## src/rtl/vec_intc_pkg.sv

```systemverilog
package vec_intc_pkg;
  localparam int LVL_W      = 3;
  localparam int PRI_W      = 3;
  localparam int RANK_W     = 4;
  localparam int NUM_LVL    = 8;             // slot 0 = overall winner
  localparam int FIXED_SRCS = 7;
  localparam int MID_RANK   = 2 ** (PRI_W - 1);
  localparam int VEC_BASE   = 64;
  localparam int SPUR_VEC   = 24;

  localparam int PEND_ADDR  = 'h00;
  localparam int MASK_ADDR  = 'h02;
  localparam int FRC_ADDR   = 'h04;
  localparam int ACK_ADDR   = 'h08;
  localparam int CTRL_ADDR  = 'h40;

  typedef struct packed {
    logic [LVL_W-1:0] lvl;
    logic [PRI_W-1:0] pri;
  } ctrl_t;

  // programmed priority to rank: the upper half steps over the fixed midpoint
  function automatic logic [RANK_W-1:0] rank_of(input logic [PRI_W-1:0] pri);
    if (pri >= PRI_W'(MID_RANK)) return RANK_W'(pri) + RANK_W'(1);
    return RANK_W'(pri);
  endfunction
endpackage

```

## src/rtl/vec_intc_regs.sv

```systemverilog
module vec_intc_regs
  import vec_intc_pkg::*;
#(
  parameter int NUM_SRC = 63,
  parameter int ADDR_W  = 8,
  parameter int DATA_W  = 32
) (
  input  logic                 clk,
  input  logic                 rst_n,
  input  logic [NUM_SRC-1:0]   irq_req,
  input  logic                 reg_wr,
  input  logic [ADDR_W-1:0]    reg_addr,
  input  logic [DATA_W-1:0]    reg_wdata,
  output logic [NUM_SRC:0]     pend_o,
  output logic [NUM_SRC:0]     mask_o,
  output logic [NUM_SRC:0]     frc_o,
  output ctrl_t [NUM_SRC:0]    ctrl_o
);
  localparam int NWORDS = (NUM_SRC + DATA_W) / DATA_W;
  localparam int TOT    = NWORDS * DATA_W;
  localparam logic [TOT-1:0] ONE   = TOT'(1);
  localparam logic [TOT-1:0] VALID = ((ONE << (NUM_SRC + 1)) - ONE) & ~ONE;

  logic [TOT-1:0] mask_r, frc_r, pend_r, req_w;
  assign req_w = TOT'({irq_req, 1'b0});

  always_ff @(posedge clk or negedge rst_n) begin
    if (!rst_n) begin
      mask_r <= VALID;
      frc_r  <= '0;
      pend_r <= '0;
    end else begin
      pend_r <= (req_w | frc_r) & VALID;
      for (int w = 0; w < NWORDS; w++) begin
        if (reg_wr && reg_addr == ADDR_W'(MASK_ADDR + w))
          mask_r[w*DATA_W +: DATA_W] <= reg_wdata & VALID[w*DATA_W +: DATA_W];
        if (reg_wr && reg_addr == ADDR_W'(FRC_ADDR + w))
          frc_r[w*DATA_W +: DATA_W] <= reg_wdata & VALID[w*DATA_W +: DATA_W];
      end
    end
  end

  assign pend_o = pend_r[NUM_SRC:0];
  assign mask_o = mask_r[NUM_SRC:0];
  assign frc_o  = frc_r[NUM_SRC:0];

  ctrl_t ctrl_a [NUM_SRC+1];

  for (genvar n = 0; n <= NUM_SRC; n++) begin : g_ctrl
    if (n == 0) begin : g_none
      assign ctrl_a[n] = '0;
    end else if (n <= FIXED_SRCS) begin : g_fixed
      assign ctrl_a[n] = ctrl_t'({LVL_W'(n), PRI_W'(0)});
    end else begin : g_prog
      ctrl_t r;
      always_ff @(posedge clk or negedge rst_n) begin
        if (!rst_n) r <= '0;
        else if (reg_wr && reg_addr == ADDR_W'(CTRL_ADDR + n))
          r <= ctrl_t'(reg_wdata[LVL_W+PRI_W-1:0]);
      end
      assign ctrl_a[n] = r;
    end
  end

  always_comb begin
    for (int n = 0; n <= NUM_SRC; n++) ctrl_o[n] = ctrl_a[n];
  end
endmodule

```

## src/rtl/vec_intc_arb.sv

```systemverilog
module vec_intc_arb
  import vec_intc_pkg::*;
#(
  parameter int NUM_SRC = 63,
  parameter int SRC_W   = $clog2(NUM_SRC + 1)
) (
  input  logic [NUM_SRC:0]                  pend_i,
  input  logic [NUM_SRC:0]                  mask_i,
  input  ctrl_t [NUM_SRC:0]                 ctrl_i,
  output logic [NUM_LVL-1:0]                win_vld_o,
  output logic [NUM_LVL-1:0][SRC_W-1:0]     win_src_o,
  output logic [LVL_W-1:0]                  irq_level_o
);
  localparam int KEY_W = RANK_W + SRC_W;

  // key = {rank, number}: unique per source, nonzero for any real source
  function automatic logic [KEY_W-1:0] key_of(input int n, input ctrl_t c);
    logic [RANK_W-1:0] rk;
    rk = (n <= FIXED_SRCS) ? RANK_W'(MID_RANK) : rank_of(c.pri);
    return {rk, SRC_W'(n)};
  endfunction

  logic [NUM_SRC:0] act;
  assign act = pend_i & ~mask_i;

  logic             lvl_vld [1:NUM_LVL-1];
  logic [SRC_W-1:0] lvl_src [1:NUM_LVL-1];

  for (genvar l = 1; l < NUM_LVL; l++) begin : g_lvl
    logic [KEY_W-1:0] best;
    always_comb begin
      best = '0;
      for (int n = 1; n <= NUM_SRC; n++) begin
        if (act[n] && ctrl_i[n].lvl == LVL_W'(l) && key_of(n, ctrl_i[n]) > best)
          best = key_of(n, ctrl_i[n]);
      end
    end
    assign lvl_vld[l] = (best != '0);
    assign lvl_src[l] = best[SRC_W-1:0];
  end

  always_comb begin
    irq_level_o  = '0;
    win_vld_o    = '0;
    win_src_o    = '0;
    for (int l = 1; l < NUM_LVL; l++) begin
      win_vld_o[l] = lvl_vld[l];
      win_src_o[l] = lvl_src[l];
      if (lvl_vld[l]) begin
        irq_level_o  = LVL_W'(l);
        win_vld_o[0] = 1'b1;
        win_src_o[0] = lvl_src[l];
      end
    end
  end
endmodule

```

## src/rtl/vec_intc_rdmux.sv

```systemverilog
module vec_intc_rdmux
  import vec_intc_pkg::*;
#(
  parameter int NUM_SRC = 63,
  parameter int ADDR_W  = 8,
  parameter int DATA_W  = 32,
  parameter int SRC_W   = $clog2(NUM_SRC + 1)
) (
  input  logic [ADDR_W-1:0]              reg_addr,
  input  logic [NUM_SRC:0]               pend_i,
  input  logic [NUM_SRC:0]               mask_i,
  input  logic [NUM_SRC:0]               frc_i,
  input  ctrl_t [NUM_SRC:0]              ctrl_i,
  input  logic [NUM_LVL-1:0]             win_vld_i,
  input  logic [NUM_LVL-1:0][SRC_W-1:0]  win_src_i,
  output logic [DATA_W-1:0]              reg_rdata
);
  localparam int NWORDS = (NUM_SRC + DATA_W) / DATA_W;
  localparam int TOT    = NWORDS * DATA_W;

  logic [TOT-1:0] pend_p, mask_p, frc_p;
  assign pend_p = TOT'(pend_i);
  assign mask_p = TOT'(mask_i);
  assign frc_p  = TOT'(frc_i);

  always_comb begin
    reg_rdata = '0;
    for (int w = 0; w < NWORDS; w++) begin
      if (reg_addr == ADDR_W'(PEND_ADDR + w)) reg_rdata = pend_p[w*DATA_W +: DATA_W];
      if (reg_addr == ADDR_W'(MASK_ADDR + w)) reg_rdata = mask_p[w*DATA_W +: DATA_W];
      if (reg_addr == ADDR_W'(FRC_ADDR + w))  reg_rdata = frc_p[w*DATA_W +: DATA_W];
    end
    for (int l = 0; l < NUM_LVL; l++) begin
      if (reg_addr == ADDR_W'(ACK_ADDR + l))
        reg_rdata = win_vld_i[l] ? DATA_W'(VEC_BASE + int'(win_src_i[l]))
                                 : DATA_W'(SPUR_VEC);
    end
    for (int n = 1; n <= NUM_SRC; n++) begin
      if (reg_addr == ADDR_W'(CTRL_ADDR + n)) reg_rdata = DATA_W'(ctrl_i[n]);
    end
  end
endmodule

```

## src/rtl/vec_intc.sv

```systemverilog
module vec_intc
  import vec_intc_pkg::*;
#(
  parameter int NUM_SRC = 63,
  parameter int ADDR_W  = 8,
  parameter int DATA_W  = 32
) (
  input  logic               clk,
  input  logic               rst_n,
  input  logic [NUM_SRC-1:0] irq_req,
  input  logic               reg_wr,
  input  logic [ADDR_W-1:0]  reg_addr,
  input  logic [DATA_W-1:0]  reg_wdata,
  output logic [DATA_W-1:0]  reg_rdata,
  output logic [LVL_W-1:0]   irq_level
);
  localparam int SRC_W = $clog2(NUM_SRC + 1);

  logic [NUM_SRC:0]              pend, mask, frc;
  ctrl_t [NUM_SRC:0]             ctrl;
  logic [NUM_LVL-1:0]            win_vld;
  logic [NUM_LVL-1:0][SRC_W-1:0] win_src;

  vec_intc_regs #(.NUM_SRC(NUM_SRC), .ADDR_W(ADDR_W), .DATA_W(DATA_W)) u_regs (
    .clk(clk), .rst_n(rst_n), .irq_req(irq_req),
    .reg_wr(reg_wr), .reg_addr(reg_addr), .reg_wdata(reg_wdata),
    .pend_o(pend), .mask_o(mask), .frc_o(frc), .ctrl_o(ctrl)
  );

  vec_intc_arb #(.NUM_SRC(NUM_SRC), .SRC_W(SRC_W)) u_arb (
    .pend_i(pend), .mask_i(mask), .ctrl_i(ctrl),
    .win_vld_o(win_vld), .win_src_o(win_src), .irq_level_o(irq_level)
  );

  vec_intc_rdmux #(.NUM_SRC(NUM_SRC), .ADDR_W(ADDR_W), .DATA_W(DATA_W), .SRC_W(SRC_W)) u_rdmux (
    .reg_addr(reg_addr), .pend_i(pend), .mask_i(mask), .frc_i(frc), .ctrl_i(ctrl),
    .win_vld_i(win_vld), .win_src_i(win_src), .reg_rdata(reg_rdata)
  );
endmodule

```

## config.mk

```make
export PLATFORM = sky130hd
export DESIGN_NAME = vec_intc
export DESIGN_NICKNAME = d
export VERILOG_FILES = /design/src/rtl/vec_intc_pkg.sv /design/src/rtl/vec_intc_regs.sv /design/src/rtl/vec_intc_arb.sv /design/src/rtl/vec_intc_rdmux.sv /design/src/rtl/vec_intc.sv
export SDC_FILE = /design/constraint.sdc
export NUM_CORES = 2
export LEC_CHECK = 0
export BUFFER_PORTS_ARGS = -buffer_cell sky130_fd_sc_hd__buf_2
export CORE_ASPECT_RATIO = 1.25
export CORE_MARGIN = 2
export CORE_UTILIZATION = 55
export CTS_BUF_LIST = sky130_fd_sc_hd__clkbuf_4 sky130_fd_sc_hd__clkbuf_8
export DETAILED_ROUTE_END_ITERATION = 16
export PLACE_DENSITY = 0.7
export SLEW_MARGIN = 20
export SYNTH_ARGS = -nofsm -noshare
export SYNTH_HDL_FRONTEND = slang
export SYNTH_SLANG_ARGS = --single-unit
```

## constraint.sdc

```tcl
create_clock -name clk -period 148.3 [get_ports clk]
set_clock_uncertainty 0.2 [all_clocks]
set_input_delay 29.66 -clock clk [delete_from_list [all_inputs] [get_ports clk]]
set_output_delay 29.66 -clock clk [all_outputs]
set_load 0.02 [all_outputs]
```

# [Yosys cells after proc, flatten, opt, wreduce, memory -nomap -nowiden]
# Cells that the tools add are included.
[op_classes] add_sub_neg=64 order_cmp=448 eq_ne=468 n_mux=1457 bitwise_logic=3 n_reduce_logical=852
[op_table] op="10-bit two-way mux" count=392
[op_table] op="10-bit greater-than comparator" count=385
[op_table] op="32-bit two-way mux" count=85
[op_table] op="4-bit two-way mux" count=504
[op_table] op="1-bit logical AND" count=844
[op_table] op="3-bit equality test, second input constant" count=224
[op_table] op="8-bit by 7-bit equality test with 1-bit output, second input constant" count=63
[op_table] op="1-bit two-way mux" count=456
[op_table] op="3-bit by 2-bit equality test with 1-bit output, second input constant" count=112
[op_table] op="3-bit by 1-bit adder with 4-bit output, second input constant" count=56
[op_table] op="3-bit by 1-bit equality test with 1-bit output, second input constant" count=56
[op_table] op="3-bit >= comparator, second input constant" count=56
[op_table] op="10-bit by 9-bit greater-than comparator with 1-bit output" count=7
[op_table] op="10-bit nonzero test" count=7
[op_table] op="7-bit by 6-bit adder with 8-bit output, first input constant" count=8
[op_table] op="64-bit bitwise AND" count=1
[op_table] op="8-bit by 4-bit equality test with 1-bit output, second input constant" count=8
[op_table] op="64-bit NOT" count=1
[op_table] op="64-bit bitwise OR" count=1
[op_table] op="9-bit two-way mux" count=7
[op_table] op="6-bit two-way mux" count=7
[op_table] op="8-bit by 2-bit equality test with 1-bit output, second input constant" count=2
[op_table] op="8-bit by 3-bit equality test with 1-bit output, second input constant" count=2
[op_table] op="3-bit two-way mux" count=4
[op_table] op="other kinds (3)" count=4
[totals] regBits=525 in_bits=106 output_inout_bits=35 word_cells=3409

# [Longest topological paths before layout]
[depth] word_depth=364 ltp_mapped=494 mapped_depth_nobuf=454

# [Cells and area by module]
# Synthesis repeated with hierarchy kept, for this count alone.
[unflattened] cells_unflattened=11552 hier_area_um2=92503.7
[by_module_without_submodules] mod="vec_intc_arb" instances=1 cells_each=9196 area_each_um2=65208.8
[by_module_without_submodules] mod="vec_intc_regs" instances=1 cells_each=1267 area_each_um2=20258.2
[by_module_without_submodules] mod="vec_intc_rdmux" instances=1 cells_each=1089 area_each_um2=7036.7

# [Worst setup path before layout]
# OpenSTA, ideal clock, no wires.
[synth_timing] path_kind="reg2out" from="register u_regs.g_ctrl[9].g_prog.r (netlist bit u_regs.ctrl_o[54])" to="output reg_rdata[4]" arrival_time_ns=82.534 required_time_ns=118.440 setup_slack_ns=35.906 path_stages_with_launch=447 cell_sequence="dfrtp_1 > inv_1 > ha_1 > mux2i_1 > inv_1 > ha_1 > o21a_1 > o21ai_0 > nand2b_1 > a21oi_1 > nor4b_1 > mux2_2 > ha_1 > o21a_1 > o21ai_0 > nand2b_1 > a21oi_1 > or3_1 > [411 not listed] > nand2_1 > o21ai_0 > ha_1 > nor2b_1 > o21ai_0 > nand2b_1 > a21oi_1 > nor3_1 > inv_1 > and4_2 > and2_2 > inv_1 > nor3_4 > nand4_2 > a211oi_4 > or3_1 > a311oi_2 > a2111oi_2"
[synth_via] elab_chain_cells=249 elab_cells_between_ends=1282 classes_between="add/sub: 9; order compare: 386; mux: 495; reduce/logical: 392"
[synth_lines] element="from (decl)" line="vec_intc_regs.sv:55" source="ctrl_t r;"
[synth_lines] element="from (signal assigned)" line="vec_intc_regs.sv:59" source="r <= ctrl_t'(reg_wdata[LVL_W+PRI_W-1:0]);"
[synth_lines] element="3-bit by 1-bit adder with 4-bit output or 3-bit >= comparator (tied branches)" line="vec_intc_pkg.sv:24" source="if (pri >= PRI_W'(MID_RANK)) return RANK_W'(pri) + RANK_W'(1);"
[synth_lines] element="4-bit two-way mux or 1-bit two-way mux (tied branches)" line="vec_intc_pkg.sv:24"
[synth_lines] element="4-bit two-way mux" line="vec_intc_pkg.sv:25" source="return RANK_W'(pri);"
[synth_lines] element="10-bit greater-than comparator" line="vec_intc_arb.sv:34" source="if (act[n] && ctrl_i[n].lvl == LVL_W'(l) && key_of(n, ctrl_i[n]) > best)"
[synth_lines] element="1-bit logical AND" line="vec_intc_arb.sv:34"
[synth_lines] element="10-bit two-way mux" line="vec_intc_arb.sv:34"
[synth_lines] element="10-bit greater-than comparator" line="vec_intc_arb.sv:34"
[synth_lines] element="1-bit logical AND" line="vec_intc_arb.sv:34"
[synth_lines] element="[159 not listed]"
[synth_lines] element="10-bit two-way mux" line="vec_intc_arb.sv:34"
[synth_lines] element="10-bit nonzero test" line="vec_intc_arb.sv:38" source="assign lvl_vld[l] = (best != '0);"
[synth_lines] element="6-bit two-way mux (7 in series)" line="vec_intc_arb.sv:49" source="if (lvl_vld[l]) begin"
[synth_lines] element="7-bit by 6-bit adder with 8-bit output" line="vec_intc_rdmux.sv:35" source="reg_rdata = win_vld_i[l] ? DATA_W'(VEC_BASE + int'(win_src_i[l]))"
[synth_lines] element="32-bit two-way mux" line="vec_intc_rdmux.sv:35"
[synth_lines] element="32-bit two-way mux (7 in series)" line="vec_intc_rdmux.sv:34" source="if (reg_addr == ADDR_W'(ACK_ADDR + l))"
[synth_lines] element="32-bit two-way mux (*)" line="vec_intc_rdmux.sv:34"
[synth_lines] element="32-bit two-way mux (*) (63 in series)" line="vec_intc_rdmux.sv:39" source="if (reg_addr == ADDR_W'(CTRL_ADDR + n)) reg_rdata = DATA_W'(ctrl_i[n]);"
[synth_lines] element="to (decl)" line="vec_intc.sv:14" source="output logic [DATA_W-1:0] reg_rdata,"
# Mark *: on every way between the ends. The rest lies on a longest branch, timed or not. The select of a mux whose other input is x is not followed.

# [Worst setup path in the final report]
[layout_timing] from="register u_regs.g_ctrl[8].g_prog.r (netlist bit u_regs.ctrl_o[51])" to="output reg_rdata[2]"
[layout_via] elab_chain_cells=250 elab_cells_between_ends=1291 classes_between="add/sub: 8; order compare: 385; eq/ne: 7; mux: 485; reduce/logical: 406"
[layout_lines] element="from (decl)" line="vec_intc_regs.sv:55"
[layout_lines] element="from (signal assigned)" line="vec_intc_regs.sv:59"
[layout_lines] element="3-bit by 1-bit equality test with 1-bit output" line="vec_intc_arb.sv:34"
[layout_lines] element="1-bit logical AND (2 in series)" line="vec_intc_arb.sv:34"
[layout_lines] element="10-bit two-way mux" line="vec_intc_arb.sv:34"
[layout_lines] element="10-bit greater-than comparator" line="vec_intc_arb.sv:34"
[layout_lines] element="1-bit logical AND" line="vec_intc_arb.sv:34"
[layout_lines] element="10-bit two-way mux" line="vec_intc_arb.sv:34"
[layout_lines] element="10-bit greater-than comparator" line="vec_intc_arb.sv:34"
[layout_lines] element="1-bit logical AND" line="vec_intc_arb.sv:34"
[layout_lines] element="[159 not listed]"
[layout_lines] element="10-bit two-way mux" line="vec_intc_arb.sv:34"
[layout_lines] element="10-bit nonzero test" line="vec_intc_arb.sv:38"
[layout_lines] element="6-bit two-way mux (7 in series)" line="vec_intc_arb.sv:49"
[layout_lines] element="7-bit by 6-bit adder with 8-bit output" line="vec_intc_rdmux.sv:35"
[layout_lines] element="32-bit two-way mux" line="vec_intc_rdmux.sv:35"
[layout_lines] element="32-bit two-way mux (7 in series)" line="vec_intc_rdmux.sv:34"
[layout_lines] element="32-bit two-way mux (*)" line="vec_intc_rdmux.sv:34"
[layout_lines] element="32-bit two-way mux (*) (63 in series)" line="vec_intc_rdmux.sv:39"
# Mark *: on every way between the ends. The rest lies on a longest branch, timed or not.

==> results.py <==
metrics = {
    "outcome": {
        "status": "completed",
    },
    "setup_path": {
        "cpMostUsedCell": "ha_1",
        "crit_required_ns": 118.44,
        "path_buf_inv": 11,
        "crit_family": "compound AO/OA/AOI/OAI gates",
        "regToRegStartpoint": "u_regs.ctrl_o[149]$_DFFE_PN0P_",
        "start_kind": "flop",
        "cp-end-kind": "output port",
        "crit_start": "u_regs.ctrl_o[51]$_DFFE_PN0P_",
        "crit_type": "reg2out",
        "arrival_ns": 100.42,
        "critPathMaxStageDelay_ns": 0.93,
        "cp_max_fo": 14,
        "slowest_stage": "o41ai_1",
    },
    "detailed_routing": {
        "first_pass_iters": 10,
        "drc": 0,
        "final_antenna_net_count": 0,
        "totalWireLength_um": 453000,
        "drtIter0Drc": 15167,
        "viasPerCell": 7.20,
        "dr_total_vias": 102150,
        "routedWlPerCell_um": 32.0,
    },
    "placed_design": {
        "io_buffer_count": 140,
        "dp_hpwl_um": 366000,
        "placed_area_um2": 95700,
        "gp_congestion": 1.18,
    },
    "sta": {
        "hold_ws_ns": 0.290,
        "fin_crit_ns": 130.28,
        "finalSetupViolations": 0,
        "slew_headroom_pct": 8.31,
        "finalCritPeriodShare_pct": 87.8,
        "slew_viol_final": 0,
        "fin_setup_tns_ns": 0,
        "hold_viol": 0,
        "max_freq_mhz": 7.68,
        "worstMarginPinSlew_ns": 1.36,
        "grt_setup_unrepaired": "false",
    },
    "hold_path": {
        "hp-class": "reg2reg",
        "hp-start": "u_regs.frc_o[51]$_DFFE_PN0P_",
    },
    "synth": {
        "synth_top_cells_by_count": "ha_1 (1376), nand2_1 (1271), o21ai_0 (1004)",
        "synth_seq_cells": 525,
        "synth.area.top_cells": "ha_1 (18%), dfrtp_1 (12%), mux2_2 (10%), o21ai_0 (5.4%), a21oi_1 (5.2%)",
        "synthMuxAreaShare_pct": 13.2,
        "synth_edf_count": 0,
        "synth_adder_area_share_pct": 18.6,
        "synth-simple-area-share_pct": 22.0,
        "synth_area_um2": 93800,
        "yosysMostFrequentCell": "ha_1",
        "synth_cells": 11955,
        "yosys.area.top_type_share_pct": 18.3,
        "ys_warn_count": 0,
        "synth_top_family_by_area": "compound AO/OA/AOI/OAI gates",
        "syn_area_per_cell_um2": 7.85,
        "synth_compound_area_share_pct": 25.7,
        "synth_xor_area_share_pct": 0.616,
        "synth_cell_types": 190,
        "async_flop_share_pct": 100,
        "synth_top_cell_by_area": "ha_1",
        "ys_seq_area_share_pct": 14.1,
        "synth_nets": 13437,
        "dominantRegCellSynth": "dfrtp_1",
    },
    "power_and_ir_drop": {
        "ir_drop_uv": 10.5,
        "leakage_nw": 45.0,
        "clkPwrFrac_pct": 26.3,
        "power.density_nw_per_um2": 5.73,
        "p_seq_share_pct": 29.6,
        "pwr-share-comb_pct": 44.0,
        "p_int_mw": 0.318,
        "p_sw_mw": 0.242,
        "p_sw_share_pct": 43.1,
    },
    "clocking": {
        "holdBufCountCts": 0,
        "cts_resized": 0,
        "clkSinkCount": 525,
        "clock_tree.buffer_depth": 3,
        "post-cts-setup-buffers": 0,
        "cts_tree": "yes",
        "htreeDepth": 3,
        "clk_latency_ns": 0.79,
        "cts_root_buf": "clkbuf_8",
        "cts_inserted_buffers": 84,
        "clk_pin_slew_ns": 0.07,
    },
    "global_routing": {
        "antenna_found_initial": 43,
        "track_usage_pct": 49.8,
        "grt-ovfl-total": 0,
        "grt_pass1_wl_um": 652000,
        "grt_max_degree": 100,
        "grt_pass1_vias": 95620,
    },
    "cells_and_area": {
        "fillers": 15711,
        "drive_gt1_share_pct": 17.0,
        "syn_to_final_growth_pct": 4.24,
        "final_area_um2": 97800,
        "final_nets": 13356,
    },
    "floorplan": {
        "core_um2": 170000,
        "ios": 141,
        "num_rows": 169,
        "start_util_pct": 55.3,
        "die_h_um": 466,
        "die_w_um": 373,
        "die_area_um2": 174000,
    },
    "run": {
        "maxCapViolCount": 0,
    },
}
kinds of logic (layout without fill, tap and decap cells):
family | count (synthesis) | count (layout)
adder cells (fa/ha/maj) | 1397 | 1397
flip-flops | 525 | 525
multiplexers | 1119 | 1119
XOR/XNOR | 66 | 66
buffers and inverters | 1110 | 1095
AND/OR/NAND/NOR | 4097 | 4097
AO/OA/AOI/OAI | 3641 | 3641
other | 0 | 26
stage by stage:
| step | setup WS [ns] | cells | total power, mW | utilization, % |
|---|---|---|---|---|
| floorplan | 35.91 | 11955 | 0.318 | - |
| global placement | 23.29 | 14010 | 0.394 | 56.4 |
| detailed placement | 23.11 | 14011 | 0.402 | 56.4 |
| CTS | 21.96 | 14163 | 0.546 | 57.6 |
| global route | 13.06 | 14174 | 0.581 | 57.7 |
| finish | 18.02 | 14189 | 0.560 | 57.7 |
final timing paths:
path / to / slack [ns] / depth (start not counted)
max in group asynchronous: u_regs.ctrl_o[66]$_DFFE_PN0P_ / 116.13 / 4
hold reg to reg: u_regs.pend_o[51]$_DFF_PN0_ / 0.29 / 1
hold / removal: u_regs.pend_o[51]$_DFF_PN0_ / 0.29 / 1
setup / recovery: reg_rdata[2] / 18.02 / 377
setup reg to reg: u_regs.ctrl_o[149]$_DFFE_PN0P_ / 146.93 / 2
min in group asynchronous: u_regs.frc_o[50]$_DFFE_PN0P_ / 28.70 / 1
area by class of cell:
cell class                      count  area (µm²)  area share, %
Antenna cell                       26        65.1         0.0665
Multi-Input combinational cell  10320       75400           77.1
Sequential cell                   525       13200           13.5
Inverter                          633        2380           2.43
Timing Repair Buffer              310        2010           2.05
Clock buffer                      130        1650           1.68
Clock inverter                     22         277          0.283
Tap cell                         2223        2780           2.84
registers in the layout, indices dropped and copies added (netlist names):
signal / count
u_regs.ctrl_o: 336
u_regs.frc_o: 63
u_regs.mask_o: 63
u_regs.pend_o: 63
per-layer routing:
layer / part of all wire, % / track usage, % / wire (µm) / vias to the layer above
met4: 9.9 / 39.1 / 44800 / 30
met1: 37 / 60.0 / 167000 / 48242
met3: 12 / 14.2 / 54500 / 2117
met2: 41 / 74.5 / 187000 / 7737
li1: - / - / - / 44024
met5: 0.067 / 0.465 / 304 / -
power by group through the flow:
stage | sequential (mW) | combinational (mW) | clock [mW]
3_3_place_gp | 0.167 | 0.227 | 0
5_1_grt | 0.166 | 0.264 | 0.151
3_5_place_dp | 0.167 | 0.235 | 0
6_report | 0.166 | 0.247 | 0.147
2_1_floorplan | 0.159 | 0.160 | 0
4_1_cts | 0.165 | 0.236 | 0.145
cell usage in the layout (no fill, tap or decap), types with 64 or more instances in the layout:
| cell | count |
|---|---|
| nand3_1 | 252 |
| nor2b_1 | 64 |
| a31oi_1 | 119 |
| a22oi_1 | 83 |
| o211ai_1 | 92 |
| o21a_1 | 375 |
| mux2i_1 | 252 |
| nand2_1 | 1266 |
| o21ai_0 | 1001 |
| ha_1 | 1376 |
| buf_4 | 169 |
| or2_2 | 102 |
| and2_1 | 80 |
| a21oi_1 | 969 |
| nand2b_1 | 391 |
| or3_1 | 137 |
| buf_2 | 139 |
| a211oi_1 | 69 |
| o22ai_1 | 71 |
| nor3_1 | 189 |
| clkbuf_8 | 107 |
| dfrtp_1 | 462 |
| inv_1 | 586 |
| nor2_1 | 951 |
| mux2_2 | 831 |
No activity file was read; power rests on OpenSTA's default activity.
